$ cat config.mk
export PLATFORM = sky130hd
export DESIGN_NAME = chan_clk_divider
export DESIGN_NICKNAME = d
export VERILOG_FILES = /design/src/rtl/chdiv_pkg.sv /design/src/rtl/chdiv_sync_gate.sv /design/src/rtl/chdiv_cfg_shadow.sv /design/src/rtl/chdiv_stage.sv /design/src/rtl/chan_clk_divider.sv
export SDC_FILE = /design/constraint.sdc
export NUM_CORES = 1
export LEC_CHECK = 0
export ABC_AREA = 1
export BUFFER_PORTS_ARGS = -buffer_cell sky130_fd_sc_hd__buf_2
export CELL_PAD_IN_SITES_DETAIL_PLACEMENT = 1
export CELL_PAD_IN_SITES_GLOBAL_PLACEMENT = 2
export CORE_ASPECT_RATIO = 1.25
export CORE_MARGIN = 2
export CORE_UTILIZATION = 33
export DETAILED_ROUTE_END_ITERATION = 16
export PLACE_DENSITY = 0.75
export REMOVE_ABC_BUFFERS = 1
export SETUP_SLACK_MARGIN = 0.2
export SLEW_MARGIN = 10
export SYNTH_ARGS = -nofsm -noshare
export SYNTH_HDL_FRONTEND = slang
export SYNTH_SLANG_ARGS = --single-unit
$ cat constraint.sdc
create_clock -name clk_in -period 1.8 [get_ports clk_in]
set_input_delay 0.36 -clock clk_in [delete_from_list [all_inputs] [get_ports clk_in]]
set_output_delay 0.36 -clock clk_in [all_outputs]
set_load 0.01 [all_outputs]
$ cat src/rtl/chdiv_pkg.sv
`timescale 1ns/1ps
package chdiv_pkg;
   localparam int unsigned CNT_W = 4;

   typedef struct packed {
      logic [CNT_W-1:0] lo;
      logic [CNT_W-1:0] hi;
      logic [CNT_W-1:0] phase;
      logic             start_hi;
      logic             bypass;
      logic             nosync;
      logic             force_hi;
   } stage_cfg_t;
endpackage

$ cat src/rtl/chdiv_sync_gate.sv
`timescale 1ns/1ps
module chdiv_sync_gate #(
   parameter int unsigned SYNC_LAT = 14
) (
   input  logic clk,
   input  logic rst_n,
   input  logic sync_req,
   output logic hold
);
   localparam int unsigned LW = $clog2(SYNC_LAT + 1);

   logic [LW-1:0] lat;

   always_ff @(posedge clk) begin
      if (!rst_n) begin
         hold <= 1'b1;
         lat  <= '0;
      end else if (sync_req) begin
         hold <= 1'b1;
         lat  <= '0;
      end else if (hold) begin
         if (lat == LW'(SYNC_LAT - 1)) hold <= 1'b0;
         else                          lat  <= lat + 1'b1;
      end
   end

   AST_SYNC_SETS_HOLD: assert property (@(posedge clk) disable iff (!rst_n)
      sync_req |=> hold);
   AST_NO_EARLY_RELEASE: assert property (@(posedge clk) disable iff (!rst_n)
      (hold && !sync_req && lat != LW'(SYNC_LAT - 1)) |=> hold);
endmodule

$ cat src/rtl/chdiv_cfg_shadow.sv
`timescale 1ns/1ps
module chdiv_cfg_shadow
   import chdiv_pkg::*;
(
   input  logic       clk,
   input  logic       rst_n,
   input  logic       upd,
   input  stage_cfg_t cfg_new,
   input  logic       commit,
   output stage_cfg_t act,
   output stage_cfg_t pend,
   output logic       pend_v
);
   always_ff @(posedge clk) begin
      if (!rst_n) begin
         act    <= '0;
         pend   <= '0;
         pend_v <= 1'b0;
      end else begin
         if (commit) act <= pend;
         if (upd) begin
            pend   <= cfg_new;
            pend_v <= 1'b1;
         end else if (commit) begin
            pend_v <= 1'b0;
         end
      end
   end

   AST_CFG_STABLE: assert property (@(posedge clk) disable iff (!rst_n)
      !commit |=> (act == $past(act)));
endmodule

$ cat src/rtl/chdiv_stage.sv
`timescale 1ns/1ps
module chdiv_stage
   import chdiv_pkg::*;
(
   input  logic       clk,
   input  logic       rst_n,
   input  logic       hold_raw,
   input  logic       adv,
   input  logic       in_path,
   input  logic       cfg_upd,
   input  stage_cfg_t cfg_new,
   output logic       run_q,
   output logic       byp_act,
   output logic       stg_out
);
   stage_cfg_t       act;
   stage_cfg_t       pend;
   stage_cfg_t       use_c;
   logic             pend_v;
   logic [CNT_W-1:0] cnt;
   logic             q;
   logic             boundary;
   logic             commit;
   logic             held;

   chdiv_cfg_shadow u_shadow (
      .clk     (clk),
      .rst_n   (rst_n),
      .upd     (cfg_upd),
      .cfg_new (cfg_new),
      .commit  (commit),
      .act     (act),
      .pend    (pend),
      .pend_v  (pend_v)
   );

   // a period starts where the low phase expires
   always_comb begin
      boundary = adv && !act.bypass && !(hold_raw && !act.nosync)
                 && (cnt == '0) && !q;
      commit   = pend_v && (hold_raw || act.bypass || boundary);
      use_c    = commit ? pend : act;
      held     = (hold_raw && !use_c.nosync) || use_c.bypass;
   end

   always_ff @(posedge clk) begin
      if (!rst_n) begin
         q   <= 1'b0;
         cnt <= '0;
      end else if (held) begin
         q   <= use_c.start_hi;
         cnt <= use_c.phase;
      end else if (adv) begin
         if (cnt == '0) begin
            q   <= ~q;
            cnt <= q ? use_c.lo : use_c.hi;
         end else begin
            cnt <= cnt - 1'b1;
         end
      end
   end

   always_comb begin
      if (act.bypass)        stg_out = in_path;
      else if (act.force_hi) stg_out = act.nosync;
      else                   stg_out = q;
   end

   assign run_q   = q;
   assign byp_act = act.bypass;

   AST_TOGGLE_ON_EXPIRY: assert property (@(posedge clk) disable iff (!rst_n)
      (adv && !held && cnt == '0) |=> (q != $past(q)));
   AST_HOLD_BETWEEN: assert property (@(posedge clk) disable iff (!rst_n)
      (adv && !held && cnt != '0) |=> (q == $past(q)));
   AST_HELD_LEVEL: assert property (@(posedge clk) disable iff (!rst_n)
      held |=> (q == $past(use_c.start_hi)));
endmodule

$ cat src/rtl/chan_clk_divider.sv
`timescale 1ns/1ps
module chan_clk_divider
   import chdiv_pkg::*;
#(
   parameter int unsigned NUM_STAGES = 2,
   parameter int unsigned SYNC_LAT   = 14
) (
   input  logic                        clk_in,
   input  logic                        rst_n,
   input  logic                        sync_req,
   input  logic                        cfg_upd,
   input  logic [NUM_STAGES*CNT_W-1:0] cfg_lo,
   input  logic [NUM_STAGES*CNT_W-1:0] cfg_hi,
   input  logic [NUM_STAGES*CNT_W-1:0] cfg_phase,
   input  logic [NUM_STAGES-1:0]       cfg_start_hi,
   input  logic [NUM_STAGES-1:0]       cfg_bypass,
   input  logic [NUM_STAGES-1:0]       cfg_nosync,
   input  logic [NUM_STAGES-1:0]       cfg_force_hi,
   output logic                        clk_out
);
   localparam int unsigned LAST = NUM_STAGES - 1;

   generate
      if (NUM_STAGES < 1 || NUM_STAGES > 2) begin : g_bad_stages
         $error("NUM_STAGES must be 1 or 2");
      end
      if (SYNC_LAT < 2) begin : g_bad_lat
         $error("SYNC_LAT must be at least 2");
      end
   endgenerate

   logic hold;

   chdiv_sync_gate #(.SYNC_LAT(SYNC_LAT)) u_sync (
      .clk      (clk_in),
      .rst_n    (rst_n),
      .sync_req (sync_req),
      .hold     (hold)
   );

   for (genvar i = 0; i < NUM_STAGES; i++) begin : g_st
      stage_cfg_t cfg_i;
      logic       st_in;
      logic       st_adv;
      logic       st_q;
      logic       st_byp;
      logic       st_out;

      assign cfg_i.lo       = cfg_lo[i*CNT_W +: CNT_W];
      assign cfg_i.hi       = cfg_hi[i*CNT_W +: CNT_W];
      assign cfg_i.phase    = cfg_phase[i*CNT_W +: CNT_W];
      assign cfg_i.start_hi = cfg_start_hi[i];
      assign cfg_i.bypass   = cfg_bypass[i];
      assign cfg_i.nosync   = cfg_nosync[i];
      assign cfg_i.force_hi = cfg_force_hi[i];

      if (i == 0) begin : g_head
         assign st_in  = clk_in;
         assign st_adv = 1'b1;
      end else begin : g_chain
         logic prev_q_d;
         always_ff @(posedge clk_in) begin
            if (!rst_n) prev_q_d <= 1'b0;
            else        prev_q_d <= g_st[i-1].st_q;
         end
         assign st_in  = g_st[i-1].st_out;
         assign st_adv = g_st[i-1].st_byp | (g_st[i-1].st_q & ~prev_q_d);
      end

      chdiv_stage u_stage (
         .clk      (clk_in),
         .rst_n    (rst_n),
         .hold_raw (hold),
         .adv      (st_adv),
         .in_path  (st_in),
         .cfg_upd  (cfg_upd),
         .cfg_new  (cfg_i),
         .run_q    (st_q),
         .byp_act  (st_byp),
         .stg_out  (st_out)
      );
   end

   assign clk_out = g_st[LAST].st_out;
endmodule

# --- Yosys cells after proc, flatten, opt, wreduce, memory -nomap -nowiden ---
# Index checks and enable logic that the tools add are counted.
word_totals:
  register_bits: 82
  elab_cells: 111
  in_bits: 36
  out_inout_bits: 1
op_classes:
  n_addsub: 3
  n_eq_ne: 1
  n_mux: 24
  n_bitwise: 7
  n_reduce_logical: 39
op_table:
  columns: ["operator", "n"]
  rows:
  - ["$mux 16", 2]
  - ["$mux 4", 7]
  - ["$mux 1", 15]
  - ["$logic_and 1x1->1", 13]
  - ["$logic_not 1->1", 10]
  - ["$reduce_bool 2->1", 5]
  - ["$logic_not 4->1", 2]
  - ["$sub 4x1->4 const B", 2]
  - ["$logic_or 1x1->1", 6]
  - ["$not 1->1", 5]
  - ["$add 4x1->4 const B", 1]
  - ["$eq 4x4->1 const B", 1]
  - ["$reduce_and 2->1", 2]
  - ["$reduce_or 2->1", 1]
  - ["$and 1x1->1", 1]
  - ["$or 1x1->1", 1]

# --- Longest topological paths before layout ---
# Gate-level depths: netlist of run 1.
logic_depth:
  ltp_word: 15
  depth_mapped: 14
  depth_no_buf: 13

# --- Modules after synthesis ---
# Synthesis of run 1 repeated with hierarchy kept, for this count alone.
hier_totals:
  hier_cells: 579
  hier_area_um2: 4033.9
modules_own_cells:
  columns: ["mod", "cells_per_inst", "area_each_um2", "n_inst"]
  rows:
  - ["chdiv_cfg_shadow", 141, 1137.3, 2]
  - ["chdiv_stage", 127, 719.4, 2]
  - ["chdiv_sync_gate", 35, 274.0, 1]
  - ["chan_clk_divider", 8, 46.3, 1]

==> run metrics, run 1 <==
CP Max Fanout 2; Via density 4.83; total track usage 18.1%; pre-CTS setup slack -31.1 ps; number of diodes 0; Int Power 3.58 mW; routability cong. 0.795; Post-Layout Cell Count 710; failing checks negative setup slack; Max Cap Viol 0; RSZ-0062 raised after global routing true; setup ws final -28.2 ps; Largest stage delay, worst path 150 ps; Data arrival, critical path 1470 ps; Final Instance Area 5050 µm²; Die X 98.1 µm; sequential cell area fraction in the yosys report 44.9%; pin count of the biggest net entering global routing 34; Synth area leaders dfxtp_1, nor2_1, nand2_1; Post-Syn Area 3650 µm²; Die Span Y 122 µm; area leader, netlist dfxtp_1; DRC 0; storage element area 1650 µm²; Leak 2.29 nW; full die area 11900 µm²; initial antenna violation count 0; Placed Cells 670; power per cell area 979 nW/µm²; CP Data Required Time 1440 ps; via count 3428; placed cell area 4090 µm²; Skew-Pair Late Insertion Delay 460 ps; initial drt markers 76; Starting Density 34.2%; Detail Placement HPWL 6.78 mm; FF+latch count, synth 82; DR WL/cell 14.9 µm; Worst setup EP type primary output; Synth cell types 36; Final Slew Violations 0; crit path launch type clock port; Clock Skew 6.84 ps; relative slew slack 69.1%; clock share of power 42.1%; total core area 10700 µm²; first-pass GRT wire length 16.8 mm; layout cells sized above 1 32.2%; Flop pwr share 40.6%; R2R cell count 12; Synth top area share 44.9%; final WL 10.6 mm; CP Class clk -> out; Finish-stage setup viols 1; most frequent cell on the critical path clkbuf_16; Comb pwr share 17.3%; row cnt 42; grt total ovfl 0; Layout Nets 616; Final ANT Viol Nets 0; status complete, but fails checks; Cells after Synth 499; port bufs 36; HP Class in -> reg; Syn Area/Cell 7.32 µm²; Slew @ Worst Pin 462 ps; # hold bufs at CTS 0; Max IR drop VDD 0.491 mV; DRT Pass-1 Iters 4; vias in the first global route 3538; Area Overhead vs Synth 38.3%; yosys warns 0; slowest cell on the critical path buf_2; clk slew on worst S/H paths 60 ps; Sw Share 27.6%; area occupied by multi-input gates 2010 µm²; Hold Vio Cnt, Final 0; I/O pins 37; filler instances 1305; CTS tree done; Net Sw Power 1.37 mW; cell depth of the worst hold path 2; cell chain of the critical path clkbuf_16 > clkbuf_16 > a21oi_4 > a22oi_2 > buf_2
## per-stage QoR
step / util [%] / hold slack (ps) / setup TNS [ps] / power, mW
2_1_floorplan: - / 433 / -578 / 2.46
3_3_place_gp: 38.4 / 451 / 0 / 2.70
3_5_place_dp: 38.4 / 455 / -130 / 2.72
4_1_cts: 44.4 / 91.9 / -44.3 / 4.88
5_1_grt: 47.4 / 86.8 / -239 / 5.21
6_report: 47.4 / 92.9 / -28.2 / 4.95
## synthesized netlist by cell type
library cell,count
a21oi_1,27
a22oi_1,1
a31oi_1,1
buf_1,1
buf_12,1
buf_2,2
buf_4,2
buf_6,2
clkbuf_1,12
clkinv_1,2
dfxtp_1,82
ha_1,6
inv_1,61
inv_2,4
nand2_1,75
nand2_2,7
nand2_4,6
nand3_1,42
nand3_2,4
nand3_4,1
nand3b_1,1
nand4_1,4
nor2_1,83
nor2_2,1
nor2_4,1
nor3_1,5
nor4_1,1
nor4b_1,1
o211ai_1,1
o21ai_0,42
o21ai_1,3
o21ai_2,4
o21bai_1,1
or2_2,9
xnor2_1,1
xor2_1,2
## critical path, delay by kind of cell
family / cells / cell delay (ps)
AO/OA/AOI/OAI: 2 / 170
buffers and inverters: 3 / 400
## cell families after synthesis
group | after synthesis | synth area share (%)
xor gates and xnor gates | 3 | 0.719
AOI/OAI and AO/OA | 80 | 11.6
DFF | 82 | 44.9
and+or+nand+nor | 241 | 30.6
adders and majority gates | 6 | 2.05
buffers and inverters | 87 | 10.1
## flip-flops by register name (all words and copies together), names as in the netlist
register	cells
g_st.g_chain.prev_q_d	1
g_st.u_stage.cnt	8
g_st.u_stage.run_q	2
g_st.u_stage.u_shadow.act	32
g_st.u_stage.u_shadow.pend	32
g_st.u_stage.u_shadow.pend_v	2
u_sync.hold	1
u_sync.lat	4
## per-layer routing
layer	GRT usage [%]	part of all wire, %	vias up	wire, µm
li1	-	-	1735	-
met1	18.7	40	1641	4240
met2	34.8	56	36	5920
met3	3.96	2.2	16	229
met4	7.99	1.8	0	193
met5	0	0	-	0
## power groups by stage
stage          Sequential [mW]  Combinational, mW  Clock, mW
6_report                  2.01              0.857       2.08
5_1_grt                   2.02              0.961       2.23
4_1_cts                   2.00              0.755       2.13
3_5_place_dp              2.03              0.679    0.00696
3_3_place_gp              2.03              0.662    0.00696
2_1_floorplan             2.02              0.435    0.00458
## timing repair
action	in CTS	in global routing
pin swaps	18	20
endpoints found under the setup margin	25	32
resized for setup	49	55
setup buffers	8	10
gates cloned	3	1
## worst paths after layout
check                                      end                               from  slack [ps]
max reg2reg             g_st[1].u_stage.cnt[2]             g_st[1].u_stage.cnt[0]          40
max                                    clk_out                             clk_in         -30
min                              u_sync.lat[3]                           sync_req          90
min reg2reg  g_st[1].u_stage.u_shadow.pend[11]  g_st[1].u_stage.u_shadow.pend[11]         460
## placed cells by master, fill, tap and decap left out, types with 6 or more instances in the layout
master     synthesis  layout
nand2_4            6      14
buf_4              2      28
inv_2              4       9
a21oi_1           27      25
buf_2              2      36
nand2_2            7       9
nand3_1           42      37
o21ai_0           42      36
buf_12             1       6
inv_1             61      53
nor2_1            83      78
nand2_1           75      64
clkbuf_16          0      12
dfxtp_1           82      78
o21ai_2            4      10
nand3_4            1       6
buf_6              2       7
## cell type report
| cell class | instances | share of cell area [%] |
|---|---|---|
| Tap cell | 132 | 3.27 |
| Sequential cell | 82 | 32.6 |
| Clock inverter | 3 | 0.297 |
| Timing Repair Buffer | 77 | 12.1 |
| Inverter | 67 | 5.32 |
| Clock buffer | 16 | 6.66 |
| Multi-Input combinational cell | 333 | 39.7 |
No activity file was read; power rests on OpenSTA's default activity.
==> run 2: changes to the inputs <==
- ABC_AREA: 1 -> default
- CORE_UTILIZATION: 33 -> 36
- HOLD_SLACK_MARGIN: default -> 0.03
- PLACE_DENSITY: 0.75 -> 0.73
- RECOVER_POWER: default -> 25
==> run 2 against run 1 <==
Compared with the run above:
- largest cell class unchanged
- largest power group unchanged
- flip-flop and latch count unchanged
- sequential power down 2%
- critical path type is now reg -> reg
- combinational power down 28%
- the flow still finishes with violations (negative setup slack)
- via count down 15%
- area after synthesis down 2.2%
- critical endpoint is now g_st[0].u_stage.run_q
- die area down 10%
- cell count down 19%
- non-clock buffer count up 11
==> run metrics, run 2 <==
post-synthesis async set-or-reset flop share 0% (unchanged); DR WL/cell 16.9 µm (+13%); Post-synth EDFFs 0 (unchanged); DRT Pass-1 Iters 4 (unchanged); via count 2907 (-15%); most frequent cell after synthesis dfxtp_1; FF+latch count, synth 82 (unchanged); Final Slew Violations 0 (unchanged); Cells after Synth 360 (-28%); Period Utilization, post-route 105%; layout cells sized above 1 38.4% (+6.2 points); total core area 9660 µm² (-9.5%); final core utilization 52.8% (+5.5 points); Post-Syn Area 3570 µm² (-2.2%); Final ANT Viol Nets 0 (unchanged); cell depth of the worst hold path 3 (+1); I/O pins 37 (unchanged); Synth cell types 46 (+28%); final WL 9.70 mm (-8.4%); crit path launch type register; R2R setup slack -80 ps (-120 ps); mux share of post-synthesis cell area 22.0% (+22 points); crit path time final 1880 ps; Synth top area share 45.9% (+1.0 points); Hold Vio Cnt, Final 0 (unchanged); Synth Flop Type dfxtp_1; clk slew on worst S/H paths 60 ps (about the same); setup ws final -84.0 ps (-55.8 ps); port bufs 36 (unchanged); final hold slack 134 ps (+41.2 ps); biggest regs g_st.u_stage.u_shadow.act x32, g_st.u_stage.u_shadow.pend x32, g_st.u_stage.cnt x8; vias in the first global route 3137 (-11%); Worst setup EP type register; # hold bufs at CTS 0 (unchanged); CP Class reg -> reg; setup_tns -355 ps (-327 ps); status complete, but fails checks; total track usage 18.9% (+0.75 points); yosys warns 0 (unchanged); Post-Synth Simple-Gate Area 15.4% (-15 points); grt total ovfl 0 (unchanged); Via density 5.06 (+4.9%); CP Max Fanout 5 (+3); Hold Startpoint cfg_phase[3]; Adder-Cell Fraction of Synth Area 2.10% (+0.046 points); leading cell type in the layout, fill and taps excluded dfxtp_1; Synth Area in Compound Gates 9.03% (-2.6 points); power per cell area 972 nW/µm² (-0.77%); RR Startpoint g_st[0].u_stage.cnt[1]; CP Data Required Time 2110 ps (+670 ps); CTS tree done; Max Cap Viol 0 (unchanged); Area Overhead vs Synth 42.9%; largest family of logic cells by synthesized area multiplexers; relative slew slack 51.9% (-17 points); Synth Area in XOR/XNOR 1.47% (+0.75 points); row cnt 40 (-4.8%); Finish-stage setup viols 7 (+6); Leak 2.25 nW (-1.7%); Crit Reg-Reg Endpoint g_st[0].u_stage.run_q; commonest cells in the netlist dfxtp_1, nor2_1, mux2i_1; Slew @ Worst Pin 721 ps (+258 ps); RSZ-0062 raised after global routing true; pin count of the biggest net entering global routing 51 (+50%); area leader, netlist dfxtp_1; DRC 0 (unchanged); Detail Placement HPWL 5.70 mm (-16%); pre-CTS setup slack -48.9 ps (-17.8 ps); initial antenna violation count 0 (unchanged); first-pass GRT wire length 15.4 mm (-8.6%); HP Class in -> reg; Synth area leaders dfxtp_1, mux2i_1, nor2_1; Layout Nets 485 (-21%); initial drt markers 91 (+20%); Starting Density 37.0% (+2.7 points); Syn Area/Cell 9.93 µm² (+36%); commonest cells after routing, fill and taps aside dfxtp_1, nor2_1, mux2i_1, buf_2, buf_4; Max IR drop VDD 0.480 mV (-2.3%); R2R cell count 9 (-3); sequential cell area fraction in the yosys report 45.9% (+1.0 points); Die X 93.1 µm (-5.1%); WHS Endpoint g_st[0].u_stage.u_shadow.pend[7]; Total Power 4.96 mW (+0.27%); Clock Skew 8.14 ps (+1.30 ps); Skew-Pair Late Insertion Delay 450 ps (about the same); Data arrival, critical path 2190 ps (+720 ps); routability cong. 0.795 (about the same); Die Span Y 115 µm (-5.1%); Max Freq 0.531 GHz; number of diodes 0 (unchanged); full die area 10700 µm² (-10%); failing checks negative setup slack
==> run 2: changes by cell type after synthesis, sizes merged, moves of 9 or more <==
cell	previous run	this run
a21oi	27	10
inv	65	9
mux2i	0	73
nand2	88	7
nand3	47	2
nor2	85	76
o21ai	49	11
==> run 2: final cells by class <==
type / count / area, µm²
tap: 126 / 158
fill: 1057 / 4550
clock buffer: 16 / 337
inverter: 9 / 33.8
clock inverter: 4 / 73.8
sequential: 82 / 1660
multi-input combinational: 249 / 2140
timing repair buffer: 88 / 707
==> run 2: kinds of logic (layout without fill, tap and decap cells) <==
family                   count (synthesis)  count (layout)
multiplexers                            78              78
buffers and inverters                   29             117
adder cells (fa/ha/maj)                  6               6
XOR/XNOR                                 6               6
AND/OR/NAND/NOR                        115             115
flip-flops                              82              82
AO/OA/AOI/OAI                           44              44
==> run 2: through the flow <==
| stage | cells | cell area [µm²] |
|---|---|---|
| floorplan | 340 | 3460 |
| global placement | 533 | 4100 |
| detailed placement | 533 | 4100 |
| CTS | 567 | 4920 |
| global route | 574 | 5100 |
| finish | 574 | 5100 |
==> run 2: report_power, final <==
| group | switching [mW] | internal (mW) | total, mW |
|---|---|---|---|
| Clock | 0.800 | 1.58 | 2.38 |
| Sequential | 0.0706 | 1.89 | 1.96 |
| Combinational | 0.295 | 0.323 | 0.618 |
| Total | 1.17 | 3.80 | 4.96 |
==> run 2: worst max path at each step <==
stage,startpoint,endpoint,slack (ps),cells after the start
floorplan,g_st[1].u_stage.cnt[0],g_st[1].u_stage.cnt[0],-230,7
detailed placement,g_st[0].u_stage.cnt[0],g_st[0].u_stage.cnt[2],-50,8
finish,g_st[0].u_stage.cnt[1],g_st[0].u_stage.run_q,-80,9
global route,g_st[0].u_stage.cnt[0],g_st[0].u_stage.run_q,-160,9
global placement,g_st[0].u_stage.cnt[0],g_st[0].u_stage.cnt[2],-6,8
CTS,clk_in,clk_out,-80,7
==> run 2: per-layer routing <==
layer	vias to the layer above	share of wire (%)	global-route usage [%]
met5	-	0	0
met4	0	2.6	10.8
met3	17	2.2	3.47
met2	41	56	35.0
met1	1442	39	19.9
li1	1407	-	-
==> run 2: worst max-delay path, stage by stage (launching register included) <==
cell and delay [ps]:
dfxtp_2 330, inv_2 50, ha_4 160, nor4b_4 140
o31ai_4 290, buf_6 170, buf_16 130, mux2i_4 240
nor2b_4 180, a211oi_2 40
==> run 2: timing repair <==
action	CTS	global route
cloned	1	0
buffers inserted	14	7
setup endpoints to repair	38	43
gates resized for setup	71	29
pin swaps	18	11
==> run 3: changes to the inputs <==
- ABC_AREA: default -> 1
- CORE_UTILIZATION: 36 -> 33
- PLACE_DENSITY: 0.73 -> 0.75
==> run 3 against run 2 <==
Compared with the run above:
- the flow still finishes with violations (negative setup slack)
- first-iteration DRC count down 16%
- flip-flop and latch count unchanged
- critical path depth is 4 lower
- combinational power up 39%
- sequential power up 3%
- register-to-register slack better by 120 ps
- global-route usage is 0.75 points lower
- non-clock buffer count is 11 lower
- power decreased by 0.28%
- cell count up 24%
- clock power fell by 13%
==> run metrics, run 3 (same netlist as run 1, synthesis figures left out) <==
Skew-Pair Late Insertion Delay 460 ps (about the same); # hold bufs at CTS 0 (unchanged); R2R cell count 12 (+3); port bufs 36 (unchanged); vias in the first global route 3538 (+13%); DRT Pass-1 Iters 4 (unchanged); DR WL/cell 14.9 µm (-12%); DRC 0 (unchanged); total track usage 18.1% (-0.75 points); R2R setup slack 40 ps (+120 ps); Data arrival, critical path 1470 ps (-720 ps); initial drt markers 76 (-16%); status complete, but fails checks; final hold slack 92.9 ps (-41.2 ps); Placed Cells 670 (+26%); final WL 10.6 mm (+9.2%); CP Class clk -> out; Worst Setup SP clk_in; power per cell area 980 nW/µm² (+0.83%); layout cells sized above 1 32.0% (-6.4 points); relative slew slack 43.7% (-8.3 points); Area Overhead vs Synth 38.2%; I/O pins 37 (unchanged); routability cong. 0.795 (about the same); setup ws final -28.2 ps (+55.8 ps); Detail Placement HPWL 6.78 mm (+19%); Via density 4.83 (-4.6%); number of diodes 0 (unchanged); Die X 98.1 µm (+5.4%); Layout Nets 616 (+27%); Slew @ Worst Pin 845 ps (+124 ps); filler instances 1306 (+24%); cell depth of the worst hold path 2 (-1); row cnt 42 (+5.0%); grt total ovfl 0 (unchanged); CTS tree done; Post-Layout Cell Count 710 (+24%); Hold Startpoint sync_req; HP Class in -> reg; crit path launch type clock port; initial antenna violation count 0 (unchanged); Max Cap Viol 0 (unchanged); WHS Endpoint u_sync.lat[3]; biggest regs g_st.u_stage.u_shadow.act x32, g_st.u_stage.u_shadow.pend x32, g_st.u_stage.cnt x8; clk slew on worst S/H paths 60 ps (about the same); via count 3430 (+18%); Final ANT Viol Nets 0 (unchanged); final core utilization 47.3% (-5.5 points); RR Startpoint g_st[1].u_stage.cnt[0]; Finish-stage setup viols 1 (-6); setup_tns -28.2 ps (+327 ps); CP Max Fanout 2 (-3); CP Data Required Time 1440 ps (-670 ps); Final Slew Violations 0 (unchanged); failing checks negative setup slack; commonest cells after routing, fill and taps aside nor2_1, dfxtp_1, nand2_1, inv_1, nand3_1; Crit Reg-Reg Endpoint g_st[1].u_stage.cnt[2]; Hold Vio Cnt, Final 0 (unchanged); full die area 11900 µm² (+11%); Clock Skew 6.84 ps (-1.30 ps); first-pass GRT wire length 16.8 mm (+9.4%); pin count of the biggest net entering global routing 34 (-33%); Starting Density 34.2% (-2.7 points); Worst setup EP type primary output; Max IR drop VDD 0.491 mV (+2.4%); RSZ-0062 raised after global routing true; Leak 2.29 nW (+1.6%); total core area 10700 µm² (+10%); Die Span Y 122 µm (+5.4%)
-- run 3: cell count changes in the layout (fill, tap and decap cells not counted), sizes merged, moves of 9 or more --
cell,change
a21oi,+17
buf,-10
inv,+55
mux2i,-73
nand2,+84
nand3,+45
nor2,+9
o21ai,+38
-- run 3: what timing repair did --
item	in CTS	in global routing
endpoints found under the setup margin	25	32
pin swaps	18	20
gates resized for setup	49	55
cloned	3	1
buffers inserted	8	10
-- run 3: stage by stage --
| step | total power, mW | setup slack (ps) | cell area [µm²] |
|---|---|---|---|
| CTS | 4.88 | -44.3 | 4740 |
| global route | 5.21 | -64.5 | 5050 |
| floorplan | 2.46 | -112 | 3540 |
| finish | 4.95 | -28.2 | 5050 |
| detailed placement | 2.72 | -31.1 | 4090 |
| global placement | 2.70 | 30.6 | 4090 |
-- run 3: final cells by class --
class / instances / area, µm² / share of cell area, %
Tap cell: 132 / 165 / 3.27
Multi-Input combinational cell: 333 / 2010 / 39.7
Clock buffer: 16 / 337 / 6.67
Inverter: 67 / 269 / 5.33
Timing Repair Buffer: 77 / 608 / 12.0
Sequential cell: 82 / 1650 / 32.7
Clock inverter: 3 / 15.0 / 0.297
-- run 3: power by group --
part / internal, mW / leakage [nW] / switching [mW] / total [mW]
Combinational: 0.356 / 1.42 / 0.500 / 0.856
Sequential: 1.94 / 0.679 / 0.0696 / 2.01
Clock: 1.29 / 0.187 / 0.796 / 2.08
Total: 3.58 / 2.29 / 1.37 / 4.95
-- run 3: how the worst max path moves through the flow --
| stage | endpoint | slack, ps | cells after the start |
|---|---|---|---|
| global route | g_st[1].u_stage.cnt[2] | -60 | 13 |
| floorplan | g_st[1].u_stage.cnt[0] | -110 | 13 |
| finish | clk_out | -30 | 5 |
| global placement | g_st[0].u_stage.cnt[3] | 30 | 12 |
| CTS | clk_out | -40 | 5 |
| detailed placement | g_st[0].u_stage.cnt[1] | -30 | 13 |
-- run 3: critical path: stages --
cell and delay, ps:
clkbuf_16 120, clkbuf_16 130, a21oi_4 110, a22oi_2 60, buf_2 150
-- run 3: routing by layer --
layer | vias up | routed length [µm] | GRT usage [%]
li1 | 1735 | - | -
met1 | 1643 | 4250 | 18.7
met2 | 36 | 5920 | 34.8
met3 | 16 | 230 | 3.96
met4 | 0 | 193 | 7.99
met5 | - | 0 | 0
